[config.mk]
export PLATFORM = sky130hd
export DESIGN_NAME = dtree_serial_classifier
export DESIGN_NICKNAME = d
export VERILOG_FILES = /design/src/rtl/dtc_pkg.sv /design/src/rtl/dtc_ctrl.sv /design/src/rtl/dtc_tlu.sv /design/src/rtl/dtc_datapath.sv /design/src/rtl/dtree_serial_classifier.sv
export SDC_FILE = /design/constraint.sdc
export NUM_CORES = 1
export LEC_CHECK = 0
export BUFFER_PORTS_ARGS = -buffer_cell sky130_fd_sc_hd__buf_4
export CAP_MARGIN = 10
export CORE_ASPECT_RATIO = 0.75
export CORE_MARGIN = 2
export CORE_UTILIZATION = 50
export DETAILED_ROUTE_END_ITERATION = 7
export PLACE_DENSITY_LB_ADDON = 0.15
export SYNTH_ARGS = -nofsm -noshare
export SYNTH_HDL_FRONTEND = slang
export SYNTH_HIERARCHICAL = 1
export SYNTH_SLANG_ARGS = --single-unit
export TNS_END_PERCENT = 50
[constraint.sdc]
create_clock -name clk -period 5.5 [get_ports clk]
set_input_delay 0 -clock clk [delete_from_list [all_inputs] [get_ports clk]]
set_output_delay 0 -clock clk [all_outputs]
set_load 0.03 [all_outputs]
[src/rtl/dtc_pkg.sv]
package dtc_pkg;
  // widest bit index the control can address
  localparam int STRB_IDX_W = 8;

  // strobes from control to datapath
  typedef struct packed {
    logic                  sample;  // a serial bit is present this cycle
    logic                  firstD;  // registered: stage holds bit 0
    logic                  lastD;   // registered: stage holds last bit, decisions valid
    logic [STRB_IDX_W-1:0] bitIdx;  // index of the bit present this cycle
  } dtc_strobe_t;
endpackage

[src/rtl/dtc_ctrl.sv]
module dtc_ctrl
  import dtc_pkg::*;
#(
  parameter int COEF_W = 10
) (
  input  logic        clk,
  input  logic        rstN,
  input  logic        frameStart,
  input  logic        cfgEn,
  output dtc_strobe_t strb
);
  localparam int CNT_W = $clog2(COEF_W + 1);

  logic             busy;
  logic [CNT_W-1:0] cnt;
  logic             firstQ, lastQ;
  logic             goStart, sample, atLast;
  logic [CNT_W-1:0] idx;

  // a start is only taken when idle and not configuring
  assign goStart = frameStart && !cfgEn && !busy;
  assign idx     = goStart ? '0 : cnt;
  assign sample  = !cfgEn && (goStart || busy);
  assign atLast  = sample && (idx == CNT_W'(COEF_W - 1));

  always_ff @(posedge clk or negedge rstN) begin
    if (!rstN) begin
      busy   <= 1'b0;
      cnt    <= '0;
      firstQ <= 1'b0;
      lastQ  <= 1'b0;
    end else if (cfgEn) begin
      // configuration aborts any frame in flight
      busy   <= 1'b0;
      cnt    <= '0;
      firstQ <= 1'b0;
      lastQ  <= 1'b0;
    end else begin
      firstQ <= goStart;
      lastQ  <= atLast;
      if (goStart) begin
        busy <= 1'b1;
        cnt  <= CNT_W'(1);
      end else if (busy) begin
        if (cnt == CNT_W'(COEF_W - 1)) begin
          busy <= 1'b0;
          cnt  <= '0;
        end else begin
          cnt <= cnt + CNT_W'(1);
        end
      end
    end
  end

  assign strb.sample = sample;
  assign strb.firstD = firstQ;
  assign strb.lastD  = lastQ;
  assign strb.bitIdx = STRB_IDX_W'(idx);

  // a start strobe inside a running frame does not restart the count
  a_r9_no_restart: assert property (@(posedge clk) disable iff (!rstN)
    (busy && frameStart && !cfgEn && cnt != CNT_W'(COEF_W - 1))
      |=> (cnt == $past(cnt) + CNT_W'(1)));
endmodule

[src/rtl/dtc_tlu.sv]
module dtc_tlu
  import dtc_pkg::*;
#(
  parameter int COEF_W    = 10,
  parameter int NUM_NODES = 9,
  parameter int LANE      = 0
) (
  input  logic                 clk,
  input  logic                 rstN,
  input  logic                 attrBit,
  input  logic [COEF_W-1:0]    coef,
  input  dtc_strobe_t          strb,
  output logic [NUM_NODES-1:0] busOut
);
  logic aQ, tQ, carryQ;
  logic thrBit, carryIn, carryOut;

  always_comb begin
    thrBit = 1'b0;
    for (int i = 0; i < COEF_W; i++)
      if (strb.bitIdx == STRB_IDX_W'(i)) thrBit = coef[i];
  end

  // attr + ~thr + 1, carry out set means attr >= thr
  assign carryIn  = strb.firstD ? 1'b1 : carryQ;
  assign carryOut = (aQ & tQ) | (aQ & carryIn) | (tQ & carryIn);

  always_ff @(posedge clk or negedge rstN) begin
    if (!rstN) begin
      aQ     <= 1'b0;
      tQ     <= 1'b0;
      carryQ <= 1'b0;
    end else begin
      if (strb.sample) begin
        aQ <= attrBit;
        tQ <= ~thrBit;
      end
      carryQ <= carryOut;
    end
  end

  // output enable onto the shared decision bus: drive own lane only when enabled
  always_comb begin
    busOut = '0;
    if (strb.lastD) busOut[LANE] = carryOut;
  end
endmodule

[src/rtl/dtc_datapath.sv]
module dtc_datapath
  import dtc_pkg::*;
#(
  parameter int NUM_NODES   = 9,
  parameter int COEF_W      = 10,
  parameter int NUM_CLASSES = 3
) (
  input  logic                   clk,
  input  logic                   rstN,
  input  logic                   cfgEn,
  input  logic                   cfgBit,
  input  logic [NUM_NODES-1:0]   attrBits,
  input  dtc_strobe_t            strb,
  output logic [NUM_CLASSES-1:0] classFlags,
  output logic                   resultValid
);
  localparam int THR_BITS  = NUM_NODES * COEF_W;
  localparam int MASK_BITS = NUM_CLASSES * 2 * NUM_NODES;
  localparam int CFG_LEN   = THR_BITS + MASK_BITS;

  logic [CFG_LEN-1:0]     cfgQ;
  logic [NUM_NODES-1:0]   laneDrive [NUM_NODES];
  logic [NUM_NODES-1:0]   decBus;
  logic [NUM_CLASSES-1:0] match, pick;
  logic [NUM_CLASSES-1:0] flagsQ;
  logic                   validQ;

  // serial chain, first bit sent ends at position 0
  always_ff @(posedge clk or negedge rstN) begin
    if (!rstN)      cfgQ <= '0;
    else if (cfgEn) cfgQ <= {cfgBit, cfgQ[CFG_LEN-1:1]};
  end

  for (genvar n = 0; n < NUM_NODES; n++) begin : g_tlu
    dtc_tlu #(.COEF_W(COEF_W), .NUM_NODES(NUM_NODES), .LANE(n)) u_tlu (
      .clk     (clk),
      .rstN    (rstN),
      .attrBit (attrBits[n]),
      .coef    (cfgQ[n*COEF_W +: COEF_W]),
      .strb    (strb),
      .busOut  (laneDrive[n])
    );
  end

  always_comb begin
    decBus = '0;
    for (int n = 0; n < NUM_NODES; n++) decBus = decBus | laneDrive[n];
  end

  // each class is one care/value path pattern
  for (genvar c = 0; c < NUM_CLASSES; c++) begin : g_cls
    logic [NUM_NODES-1:0] care, val;
    assign care     = cfgQ[THR_BITS + c*2*NUM_NODES +: NUM_NODES];
    assign val      = cfgQ[THR_BITS + c*2*NUM_NODES + NUM_NODES +: NUM_NODES];
    assign match[c] = &(~care | ~(decBus ^ val));
  end

  // lowest index wins
  always_comb begin
    pick = '0;
    for (int c = NUM_CLASSES - 1; c >= 0; c--)
      if (match[c]) pick = NUM_CLASSES'(1) << c;
  end

  always_ff @(posedge clk or negedge rstN) begin
    if (!rstN) begin
      flagsQ <= '0;
      validQ <= 1'b0;
    end else begin
      validQ <= strb.lastD;
      if (strb.lastD) flagsQ <= pick;
    end
  end

  assign classFlags  = flagsQ;
  assign resultValid = validQ;

  a_r5_flags_onehot: assert property (@(posedge clk) disable iff (!rstN)
    $onehot0(classFlags));
  a_r6_single_pulse: assert property (@(posedge clk) disable iff (!rstN)
    resultValid |=> !resultValid);
  a_r8_cfg_silences: assert property (@(posedge clk) disable iff (!rstN)
    cfgEn |-> ##2 !resultValid);
endmodule

[src/rtl/dtree_serial_classifier.sv]
module dtree_serial_classifier
  import dtc_pkg::*;
#(
  parameter int NUM_NODES   = 9,
  parameter int COEF_W      = 10,
  parameter int NUM_CLASSES = 3
) (
  input  logic                   clk,
  input  logic                   rstN,
  input  logic                   cfgEn,
  input  logic                   cfgBit,
  input  logic                   frameStart,
  input  logic [NUM_NODES-1:0]   attrBits,
  output logic                   resultValid,
  output logic [NUM_CLASSES-1:0] classFlags
);
  dtc_strobe_t strb;

  dtc_ctrl #(.COEF_W(COEF_W)) u_ctrl (
    .clk        (clk),
    .rstN       (rstN),
    .frameStart (frameStart),
    .cfgEn      (cfgEn),
    .strb       (strb)
  );

  dtc_datapath #(
    .NUM_NODES   (NUM_NODES),
    .COEF_W      (COEF_W),
    .NUM_CLASSES (NUM_CLASSES)
  ) u_dp (
    .clk         (clk),
    .rstN        (rstN),
    .cfgEn       (cfgEn),
    .cfgBit      (cfgBit),
    .attrBits    (attrBits),
    .strb        (strb),
    .classFlags  (classFlags),
    .resultValid (resultValid)
  );
endmodule

Word level (Yosys, flattened, before mapping). Index checks and enable logic that the tools add are counted.

Register bits: 182. Input port bits: 14. Output and inout port bits: 4.

Add/subtract/negate cells: 1. Equal/unequal tests: 10. Mux-type cells: 122. Bitwise operators: 74. Reductions and logical operators: 12.

Operators by type and width (count): $mux 1 (114); $not 9->9 (6); $or 9x9->9 (4); $and 1x1->1 (27); $reduce_and 9->1 (3); $xor 9x9->9 (3); $mux 4 (5); $or 1x1->1 (18); $eq 4x3->1 const B (4); $eq 4x4->1 const B (3); $mux 3 (3); $not 1->1 (9); $or 9x3->9 (1); $or 9x4->9 (1); $or 9x5->9 (1); $or 9x6->9 (1); $or 9x7->9 (1); $or 9x8->9 (1); $eq 4x2->1 const B (2); $logic_not 8->1 (1); $add 4x1->4 const B (1); $eq 4x1->1 const B (1); $logic_and 1x1->1 (4); $reduce_bool 3->1 (1); other kinds (3) (4).

Longest topological paths before layout. Gate-level depths: netlist (run 1).

Depth after elaboration: 20. Depth in mapped cells: 10. Gate-level depth less buffers: 9.

Modules after synthesis. The synthesis (run 1) kept the hierarchy.

By module, submodules not included: dtc_datapath (times used 1, cells an instance 390, area an instance 6004.5 um^2, seq. area each 3703.6 um^2); dtc_tlu (times used 9, cells an instance 33, area an instance 295.3 um^2, seq. area each 75.1 um^2); dtc_ctrl (times used 1, cells an instance 44, area an instance 435.4 um^2, seq. area each 175.2 um^2).

Least setup slack after synthesis (run 1). Ideal clock, no wire load.

Kind: register -> register. Start: register u_ctrl.busy. End: register u_dp.g_tlu[0].u_tlu.tQ. Library setup time: 0.141 ns. Arrival time: 2.575 ns. Data required time: 5.359 ns. Slack: 2.784 ns. Cell stages (with the launch flop): 6. Period minus slack after synthesis: 2.716 ns. Cells stage by stage: dfrtp_1 -> nor3b_4 -> nor2b_1 -> nor3b_1 -> a211oi_1 -> a41oi_1.

RTL lines: from (decl) (RTL line dtc_ctrl.sv:14) `logic busy;`; from (signal assigned) (RTL line dtc_ctrl.sv:28) `busy <= 1'b0;`; from (signal assigned) (RTL line dtc_ctrl.sv:34) `busy <= 1'b0;`; from (signal assigned) (RTL line dtc_ctrl.sv:42) `busy <= 1'b1;`; to (signal assigned) (RTL line dtc_tlu.sv:36) `tQ <= ~thrBit;`; to (decl) (RTL line dtc_tlu.sv:15) `logic aQ, tQ, carryQ;`.

==> summary.md, run 1 <==
| Metric | Value |
|---|---|
| Final GP Congestion | ~0.82 |
| IO Pins | 18 |
| WL final | approximately 16000 um |
| PwrDens | about 310 nW/um2 |
| Post-Route Skew | about 0.0092 ns |
| GR Overflow Total | 0 |
| Largest net degree at the start of global routing | 80 |
| Fillers | around 1500 |
| # diodes | 0 |
| CTS tree | yes |
| Synth area leaders | dfrtp_1 50%, mux2_2 19%, buf_4 6.5% |
| P&R area growth vs syn | 8.279% |
| Ys flop type | dfrtp_1 |
| HPWL Detailed | 10530 um |
| Crit path capture type | flop |
| Post-synthesis register bit count | 182 |
| Final hold vios | 0 |
| Crit share post-route | 54.43% |
| Slew HR | 29.77% |
| Core area | approximately 18000 um2 |
| Via density | roughly 5.3 |
| Utilization after layout | about 56% |
| EDFF count, synth | 0 |
| Drt wl/cell | roughly 16 um |
| Die Area | 19300 um2 |
| Setup violations, final | 0 |
| Outcome | complete, no violations |
| Post-CTS Setup Bufs | 0 |
| GRT Total Usage | between 10% and 20% |
| Via count | around 5300 |
| Crit path DAT | about 3.3 ns |
| # resized after CTS | 0 |
| Clock sink total | roughly 180 |
| Nets | 764 |
| Yosys top cell by area | dfrtp_1 |
| FF-to-FF path depth | 9 |
| Unique cell type count in the Yosys netlist | 47 |
| Max cap viols | 0 |
| Post-synthesis sequential area ratio | between 50% and 60% |
| Max IR drop VDD | roughly 180 uV |
| Share of layout cells above drive strength 1 | ~29% |
| Root Buffer | clkbuf_16 |
| Max Slew Vio Count | 0 |
| Port Buffers | 17 |
| Worst setup path endpoint | u_dp/classFlags[2] |
| R2R Path Start | u_ctrl/firstQ |
| First-pass GRT wire length | around 29000 um |
| Vias in the first global route | between 5000 and 6000 |
| Critical Path Start | u_ctrl/firstQ |
| Setup CP Type | reg -> reg |
| Commonest non-fill, non-tap cell in the layout | dfrtp_1 |
| Mapped Area | a little over 9000 um2 |
| Total CTS buffers | 17 |
| Die Wd | 159.8 um |
| Initial Utilization | approximately 51% |
| DRC | 0 |
| Setup_tns | 0 ns |
| Later-pin clock latency in the skew report | 0.43 ns |
| Flop2flop setup slack | roughly 2.5 ns |
| Slew @ Worst Pin | 1.051 ns |
| Post-synth top area share | between 50 and 60% |
| Post-DRT Antenna Nets | 0 |
| P_leak | roughly 4.4 nW |
| Power, Total | a little over 3 mW |
| Warnings, synthesis | 6 |
| Clock tree buffer depth | 2 |
| R2R Path End | u_dp/classFlags[2] |
| Unrepaired setup endpoints after global routing | no |
| Fmax | 334.1 MHz |
| Synthesized area per cell | roughly 12 um2 |
| Cell count after synthesis | roughly 730 |
| DIE HEIGHT | approximately 120 um |
| Most frequent cells in the layout | 182 x dfrtp_1, 153 x mux2_2, 76 x conb_1, 46 x mux2i_1, 22 x buf_4 |
| Fraction of registers with async set/reset | between 90% and 100% |
| CP Launch Type | flop |
| DR iter-0 viols | 317 |
| Worst Path Max Fanout | 18 |
| Min Clock Period, post-route | approximately 3.0 ns |
| Pre-antenna DRT Iters | 5 |
| HP Class | in -> async |
| Initial antenna violation count | 0 |
| H-tree depth | 4 |
| Clock-pin transition on the worst setup and hold timing paths | ~0.070 ns |
| CP Data Required Time | 5.80 ns |
| Row count | between 40 and 50 |
-- layout make-up --
class | count | area (um2) | area share, %
clock buffer | 22 | 474.2 | 4.814
inverter | 13 | 48.80 | 0.4954
timing repair buffer | 36 | 307.8 | 3.125
clock inverter | 10 | 98.84 | 1.003
multi-input combinational | 498 | 4064 | 41.25
tap | 242 | 302.8 | 3.074
sequential | 182 | 4554 | 46.23
-- power by group --
group | internal, mW | switching [mW]
clock network | 0.661 | 0.505
logic | 0.191 | 0.171
registers | 1.45 | 0.100
-- cells in the mapped netlist, types with 2 or more instances --
library cell,number
nand4_1,2
nor2_1,20
a222oi_1,3
a32oi_1,9
a211oi_1,9
nand3b_1,2
o31ai_1,18
clkbuf_1,16
and4_1,2
buf_4,79
inv_1,13
and2_1,9
nor3_1,16
or3_1,2
mux2_2,153
nor4_4,2
nor2b_1,2
nand2_1,10
buf_2,9
xor2_1,21
o21ai_0,12
conb_1,10
dfrtp_1,182
xnor2_1,6
nor4_1,7
a41oi_1,9
ha_1,2
or4b_1,9
nand3_1,17
mux2i_1,46
a22oi_1,9
nor3b_1,10
-- repair_timing --
item,4_1_cts,5_1_grt
hold endpoints to repair,82,0
setup endpoints to repair,0,0
hold buffers,12,0
-- critical path, stage by stage (launching register included) --
cell      delay (ns)
dfrtp_1         0.58
o31ai_1         0.31
nand2_1         0.09
and2_1          0.17
or4_4           0.52
nor4_4          0.37
xnor2_1         0.11
a222oi_1        0.34
and4_1          0.28
o32ai_2         0.09
-- metrics by stage --
| stage | setup WS (ns) | instances | hold WS, ns | area, um2 |
|---|---|---|---|---|
| finish | 2.507 | 1003 | 0.1413 | 9851 |
| global route | 2.281 | 1003 | 0.1960 | 9851 |
| CTS | 2.514 | 1003 | 0.1519 | 9851 |
| detailed placement | 2.537 | 959 | 0.05359 | 9158 |
| global placement | 2.617 | 959 | 0.05012 | 9158 |
| floorplan | 2.784 | 797 | -0.2956 | 9345 |
-- worst min path at each step --
| stage | to | slack [ns] |
|---|---|---|
| after floorplan | u_ctrl/busy | -0.30 |
| final | u_dp/cfgQ[2] | 0.14 |
| after global routing | u_dp/cfgQ[2] | 0.20 |
| after CTS | u_dp/cfgQ[2] | 0.15 |
| after detailed placement | u_dp/cfgQ[2] | 0.05 |
| after global placement | u_dp/cfgQ[2] | 0.05 |
-- cells by family (layout without fill, tap and decap cells) --
family | count (synthesis) | count (layout) | synth area share [%]
muxes | 199 | 199 | 24.00
other | 10 | 76 | 0.4126
xor gates and xnor gates | 27 | 27 | 2.599
adders and majority gates | 2 | 2 | 0.2750
and+or+nand+nor | 118 | 118 | 8.059
DFF | 182 | 182 | 50.06
AOI/OAI and AO/OA | 76 | 76 | 6.382
buffers and inverters | 117 | 81 | 8.211
-- state kept, by name, summed over array words and instances, names as in the netlist --
name,cells
u_dp/resultValid,1
u_dp/cfgQ,144
u_ctrl/lastQ,1
u_dp/g_tlu.u_tlu/tQ,9
u_dp/classFlags,3
u_dp/g_tlu.u_tlu/aQ,9
u_ctrl/firstQ,1
u_ctrl/busy,1
u_dp/g_tlu.u_tlu/carryQ,9
u_ctrl/cnt,4
-- metal layers --
metal,up-vias,global-route usage (%),share of wire [%],wire length (um)
li1,2541,-,-,-
met1,2709,27.66,51,8429
met2,66,28.30,44,7246
met3,19,3.396,3.1,516
met4,0,6.307,1.5,244
met5,-,0,0,0
Power figures use the tool's default switching activity.
==> inputs of run 2 (changes only) <==
==> constraint.sdc (replaced) <==
create_clock -name clk -period 3 [get_ports clk]
set_input_delay 0 -clock clk [delete_from_list [all_inputs] [get_ports clk]]
set_output_delay 0 -clock clk [all_outputs]
set_load 0.03 [all_outputs]
==> summary.md, run 2 (synthesis results as in run 1) <==
| Metric | Value |
|---|---|
| Setup_tns | 0 ns |
| R2R Path End | u_dp/classFlags[2] |
| Setup CP Type | reg -> reg |
| Worst Path Max Fanout | 3 |
| Clock sink total | around 180 |
| Number of flip-flops in the largest register | approximately 140 |
| Later-pin clock latency in the skew report | 0.43 ns |
| Die Wd | around 160 um |
| Max cap viols | 0 |
| Max incr delay on CP | about 0.52 ns |
| Total CTS buffers | 17 |
| # resized after CTS | 0 |
| Most frequent cells in the layout | 182 x dfrtp_1, 153 x mux2_2, 76 x conb_1, 46 x mux2i_1, 26 x buf_4 |
| Setup violations, final | 0 |
| Crit share post-route | between 90% and 100% |
| Hold_buf cts | 12 |
| Min Clock Period, post-route | roughly 2.7 ns |
| Finished Layout Cells | between 1000 and 1500 |
| Core area | roughly 18000 um2 |
| Fillers | about 1400 |
| R2R Path Start | u_dp/g_tlu[4].u_tlu/tQ |
| P&R area growth vs syn | 9.462% |
| Most flop-heavy register | u_dp/cfgQ |
| Root Buffer | clkbuf_16 |
| Via count | 5403 |
| H-tree depth | 4 |
| HP Class | in -> reg |
| Post-DRT Antenna Nets | 0 |
| Post-DP Area | ~9200 um2 |
| CP Launch Type | flop |
| Power, Total | 5.817 mW |
| Initial antenna violation count | 0 |
| Critical path cell sequence | o31ai_1 -> nand2_1 -> and2_1 -> or4_4 -> nor4_4 -> xnor2_1 -> a222oi_1 -> and4_1 -> o32ai_2 |
| Pre-antenna DRT Iters | 4 |
| IO Pins | 18 |
| Outcome | complete, no violations |
| Slew @ Worst Pin | 1.160 ns |
| Clock tree buffer depth | 2 |
| Vias in the first global route | 5414 |
| FF-to-FF path depth | 9 |
| CTS tree | yes |
| Crit path capture type | flop |
| Worst hold slack | ~0.037 ns |
| DR iter-0 viols | approximately 400 |
| PwrDens | ~580 nW/um2 |
| Setup ws final | 0.2604 ns |
| Die Area | 19300 um2 |
| Post-Route Skew | 0.005158 ns |
| Fmax | 365.0 MHz |
| DRC | 0 |
| Worst hold start | cfgEn |
| P_leak | 4.470 nW |
| Crit path DAT | about 3 ns |
| Via density | 5.355 |
| First-pass GRT wire length | between 20000 and 30000 um |
| Row count | 42 |
| Share of layout cells above drive strength 1 | ~30% |
| CP Data Required Time | around 3.3 ns |
| Clock-pin transition on the worst setup and hold timing paths | around 0.060 ns |
| Cell area after layout | 9958 um2 |
| Largest net degree at the start of global routing | 91 |
| Pre-CTS WS | 0.2632 ns |
| GR Overflow Total | 0 |
| Max IR drop VDD | approximately 260 uV |
| Commonest non-fill, non-tap cell in the layout | dfrtp_1 |
| Port Buffers | 17 |
| HPWL Detailed | around 11000 um |
| # diodes | 0 |
| Unrepaired setup endpoints after global routing | no |
| WL final | around 17000 um |
| DIE HEIGHT | roughly 120 um |
| Drt wl/cell | between 15 and 20 um |
| Hold Path End | u_ctrl/cnt[3] |
| Max Slew Vio Count | 0 |
| GRT Total Usage | 18.65% |
| Initial Utilization | between 50 and 60% |
| Slowest CP cell | or4_4 |
| Nets | 770 |
| Post-CTS Setup Bufs | 0 |
| Final GP Congestion | slightly below 0.8 |
| Slew HR | a little under a quarter |
| Final hold vios | 0 |
| Post-placement cell count | ~970 |
| Flop2flop setup slack | about 0.26 ns |
| WHS Path Cells | 2 |
| Utilization after layout | 56.23% |
==> run 2: changes by cell type in the layout (fill, tap and decap cells not counted) <==
cell        change
clkinv_4        -5
buf_4           +4
clkinv_2        +3
buf_12          +2
bufinv_16       +2
clkbuf_8        +1
clkinvlp_4      -1
==> run 2: worst max-delay path, delay by kind of cell (launching register included) <==
kind            cells  cell delay [ns]
compound gates      3             0.68
xor+xnor            1             0.14
flops               1             0.38
simple gates        5             1.42
==> run 2: report_power, final <==
part | switching, mW | internal, mW
clock network | 0.908 | 1.39
registers | 0.183 | 2.65
logic | 0.323 | 0.358
total | 1.41 | 4.40
==> run 2: how the worst max path moves through the flow <==
| stage | from | cells after the start | slack (ns) | to |
|---|---|---|---|---|
| 3_3_place_gp | u_dp/g_tlu[4].u_tlu/tQ | 9 | 0.30 | u_dp/classFlags[2] |
| 3_5_place_dp | u_dp/g_tlu[4].u_tlu/tQ | 9 | 0.26 | u_dp/classFlags[2] |
| 4_1_cts | u_ctrl/firstQ | 9 | 0.24 | u_dp/classFlags[2] |
| 2_1_floorplan | u_ctrl/busy | 5 | 0.28 | u_dp/g_tlu[0].u_tlu/tQ |
| 6_report | u_dp/g_tlu[4].u_tlu/tQ | 9 | 0.26 | u_dp/classFlags[2] |
| 5_1_grt | u_dp/g_tlu[4].u_tlu/tQ | 9 | 0.07 | u_dp/classFlags[2] |
==> run 2: cell type report <==
cell class	instances	area [um2]	area share, %
clock buffer	23	488.0	4.900
inverter	13	48.80	0.4900
multi-input combinational	498	4064	40.81
clock inverter	9	122.6	1.231
timing repair buffer	42	377.9	3.794
tap	242	302.8	3.041
sequential	182	4554	45.73
==> run 2: metal layers <==
| layer | routed length, um | track usage [%] | vias to the layer above |
|---|---|---|---|
| met2 | 7339 | 27.46 | 91 |
| met5 | 0 | 0 | - |
| li1 | - | - | 2551 |
| met1 | 8621 | 27.63 | 2750 |
| met3 | 683 | 3.877 | 11 |
| met4 | 204 | 5.966 | 0 |
==> inputs of run 3 (changes only) <==
--- a/config.mk
+++ b/config.mk
@@ -5,11 +5,13 @@
 export SDC_FILE = /design/constraint.sdc
 export NUM_CORES = 1
 export LEC_CHECK = 0
+export ABC_AREA = 1
 export BUFFER_PORTS_ARGS = -buffer_cell sky130_fd_sc_hd__buf_4
 export CAP_MARGIN = 10
 export CORE_ASPECT_RATIO = 0.75
 export CORE_MARGIN = 2
 export CORE_UTILIZATION = 50
+export CTS_BUF_LIST = sky130_fd_sc_hd__clkbuf_2
 export DETAILED_ROUTE_END_ITERATION = 7
 export PLACE_DENSITY_LB_ADDON = 0.15
 export SYNTH_ARGS = -nofsm -noshare
==> summary.md, run 3 <==
| Metric | Value |
|---|---|
| DRC | 0 |
| Max Slew Vio Count | 0 |
| CP Launch Type | flop |
| Core area | 19160 um2 |
| Post-DRT Antenna Nets | 0 |
| Most flop-heavy register | u_dp/cfgQ |
| Largest net degree at the start of global routing | 290 |
| Unique cell type count in the Yosys netlist | 31 |
| Post-placement cell count | ~1500 |
| Total CTS buffers | 17 |
| P&R area growth vs syn | 6.505% |
| GRT Total Usage | 20.40% |
| Synthesized area per cell | approximately 7.4 um2 |
| Later-pin clock latency in the skew report | between 0.7 and 0.8 ns |
| Initial Utilization | 50.50% |
| Via density | between 4 and 5 |
| Clock sink total | between 150 and 200 |
| Setup CP Type | reg -> reg |
| Die Wd | ~160 um |
| Hold_buf cts | 26 |
| Unrepaired setup endpoints after global routing | no |
| CP Data Required Time | around 3.7 ns |
| Initial antenna violation count | 1 |
| Setup violations, final | 0 |
| Finished Layout Cells | around 1600 |
| Crit share post-route | roughly 74% |
| Post-Route Skew | 0.03507 ns |
| Share of layout cells above drive strength 1 | 7.846% |
| Cell count after synthesis | 1312 |
| Post-synthesis register bit count | ~180 |
| CTS tree | yes |
| Number of flip-flops in the largest register | around 140 |
| Final GP Congestion | slightly below 0.8 |
| Critical Path Start | u_ctrl/firstQ |
| Outcome | complete, no violations |
| HP Class | in -> reg |
| Slew HR | between 20% and 30% |
| Worst Path Max Fanout | 9 |
| Slew @ Worst Pin | roughly 1.1 ns |
| PwrDens | between 500 and 600 nW/um2 |
| Pre-CTS WS | about 0.9 ns |
| Port Buffers | 17 |
| Count leader, synth | nand2_1 |
| Most common library cells after synthesis | 384 x nand2_1, 182 x dfrtp_1, 154 x nor2_1, 153 x inv_1, 87 x o21ai_0 |
| IO Pins | 18 |
| Max cap viols | 0 |
| Min Clock Period, post-route | approximately 2.2 ns |
| Flop2flop setup slack | between 0.7 and 0.8 ns |
| Commonest non-fill, non-tap cell in the layout | nand2_1 |
| # resized after CTS | 0 |
| Post-DP Area | between 9000 and 10000 um2 |
| Row count | 44 |
| Max IR drop VDD | about 310 uV |
| Setup_tns | 0 ns |
| Clock tree buffer depth | 2 |
| Fmax | 452.7 MHz |
| Mapped Area | 9676 um2 |
| DIE HEIGHT | roughly 120 um |
| Setup ws final | 0.7909 ns |
| Clock-pin transition on the worst setup and hold timing paths | around 0.27 ns |
| Final hold vios | 0 |
| Ys flop type | dfrtp_1 |
| R2R Path Start | u_ctrl/firstQ |
| FF-to-FF path depth | 14 |
| Most frequent cells in the layout | 384 x nand2_1, 182 x dfrtp_1, 154 x nor2_1, 152 x inv_1, 87 x o21ai_0 |
| Die Area | 20490 um2 |
| Drt wl/cell | 12.14 um |
| WL final | around 20000 um |
| Warnings, synthesis | 6 |
| GR Overflow Total | 0 |
| HPWL Detailed | between 10000 and 15000 um |
| Crit path capture type | flop |
| Post-synthesis sequential area ratio | between 40 and 50% |
| Crit path DAT | slightly below 3 ns |
| First-pass GRT wire length | 33560 um |
| Yosys top cell by area | dfrtp_1 |
| Synth area leaders | dfrtp_1 47%, nand2_1 15%, buf_4 6.1% |
| Pre-antenna DRT Iters | 5 |
| R2R Path End | u_dp/classFlags[1] |
| Post-synth top area share | between 40% and 50% |
| P_leak | slightly above 5 nW |
| Vias in the first global route | approximately 6900 |
| H-tree depth | 4 |
| Cell area after layout | ~10000 um2 |
| Nets | approximately 1400 |
| Via count | approximately 7400 |
| Root Buffer | clkbuf_2 |
| Post-CTS Setup Bufs | 0 |
| Fraction of registers with async set/reset | 100.0% |
| DR iter-0 viols | 726 |
| EDFF count, synth | 0 |
| Fillers | 1858 |
| Worst setup path endpoint | u_dp/classFlags[1] |
[run 3: stage by stage]
step	utilization (%)	total power [mW]	hold WS (ns)
2_1_floorplan	-	3.788	-0.2956
3_3_place_gp	50.88	3.997	0.1059
3_5_place_dp	50.88	4.019	0.1068
4_1_cts	53.76	5.478	0.02346
5_1_grt	53.79	5.821	0.03596
6_report	53.79	5.421	0.08762
[run 3: logic make-up after synthesis]
| kind of cell | Yosys count | share of synthesized area, % |
|---|---|---|
| simple gates | 650 | 27.32 |
| buf+inv | 280 | 14.17 |
| flops | 182 | 47.07 |
| compound gates | 178 | 9.647 |
| other cells | 10 | 0.3880 |
| mux | 9 | 1.047 |
| fa+ha+maj | 2 | 0.2586 |
| xor+xnor | 1 | 0.09054 |
[run 3: critical path, stage by stage (launching register included)]
cell      delay (ns)
dfrtp_1         0.67
o22ai_1         0.17
a21boi_0        0.30
nor2_1          0.07
nand2_1         0.09
inv_1           0.06
nand2_1         0.10
nand2_1         0.06
nand3_1         0.13
nand2_1         0.07
nor2_1          0.12
nand2_1         0.06
nor2_1          0.10
nand3_1         0.08
nand2_1         0.08
[run 3: how the worst min path moves through the flow]
stage	start	end	slack (ns)	cells past startpoint
3_3_place_gp	rstN	u_dp/cfgQ[2]	0.11	1
3_5_place_dp	rstN	u_dp/cfgQ[2]	0.11	1
4_1_cts	frameStart	u_ctrl/cnt[2]	0.02	5
2_1_floorplan	rstN	u_ctrl/busy	-0.30	0
6_report	frameStart	u_ctrl/cnt[0]	0.09	5
5_1_grt	frameStart	u_ctrl/cnt[0]	0.04	5
[run 3: power breakdown]
group / internal, mW / leakage (nW) / switching [mW]
logic: 0.369 / 2.86 / 0.622
clock network: 0.492 / 0.162 / 0.917
registers: 2.78 / 2.11 / 0.245
total: 3.64 / 5.14 / 1.78
[run 3: cell type report]
cell class                 count  area [um2]  share of cell area [%]
clock buffer                  17       85.08                  0.8256
multi-input combinational    916        3998                   38.79
tap                          253       316.6                   3.072
inverter                     169       635.6                   6.168
clock inverter                15       190.2                   1.846
antenna                        2       5.005                 0.04857
sequential                   182        4554                   44.20
timing repair buffer          52       520.5                   5.051
[run 3: per-layer routing]
layer  track usage [%]  share of wire [%]  wire length, um
met3             4.096                3.3              644
met2             28.21                 40             7809
met5                 0                  0                0
met1             33.24                 56            10920
met4             3.325               0.66              129
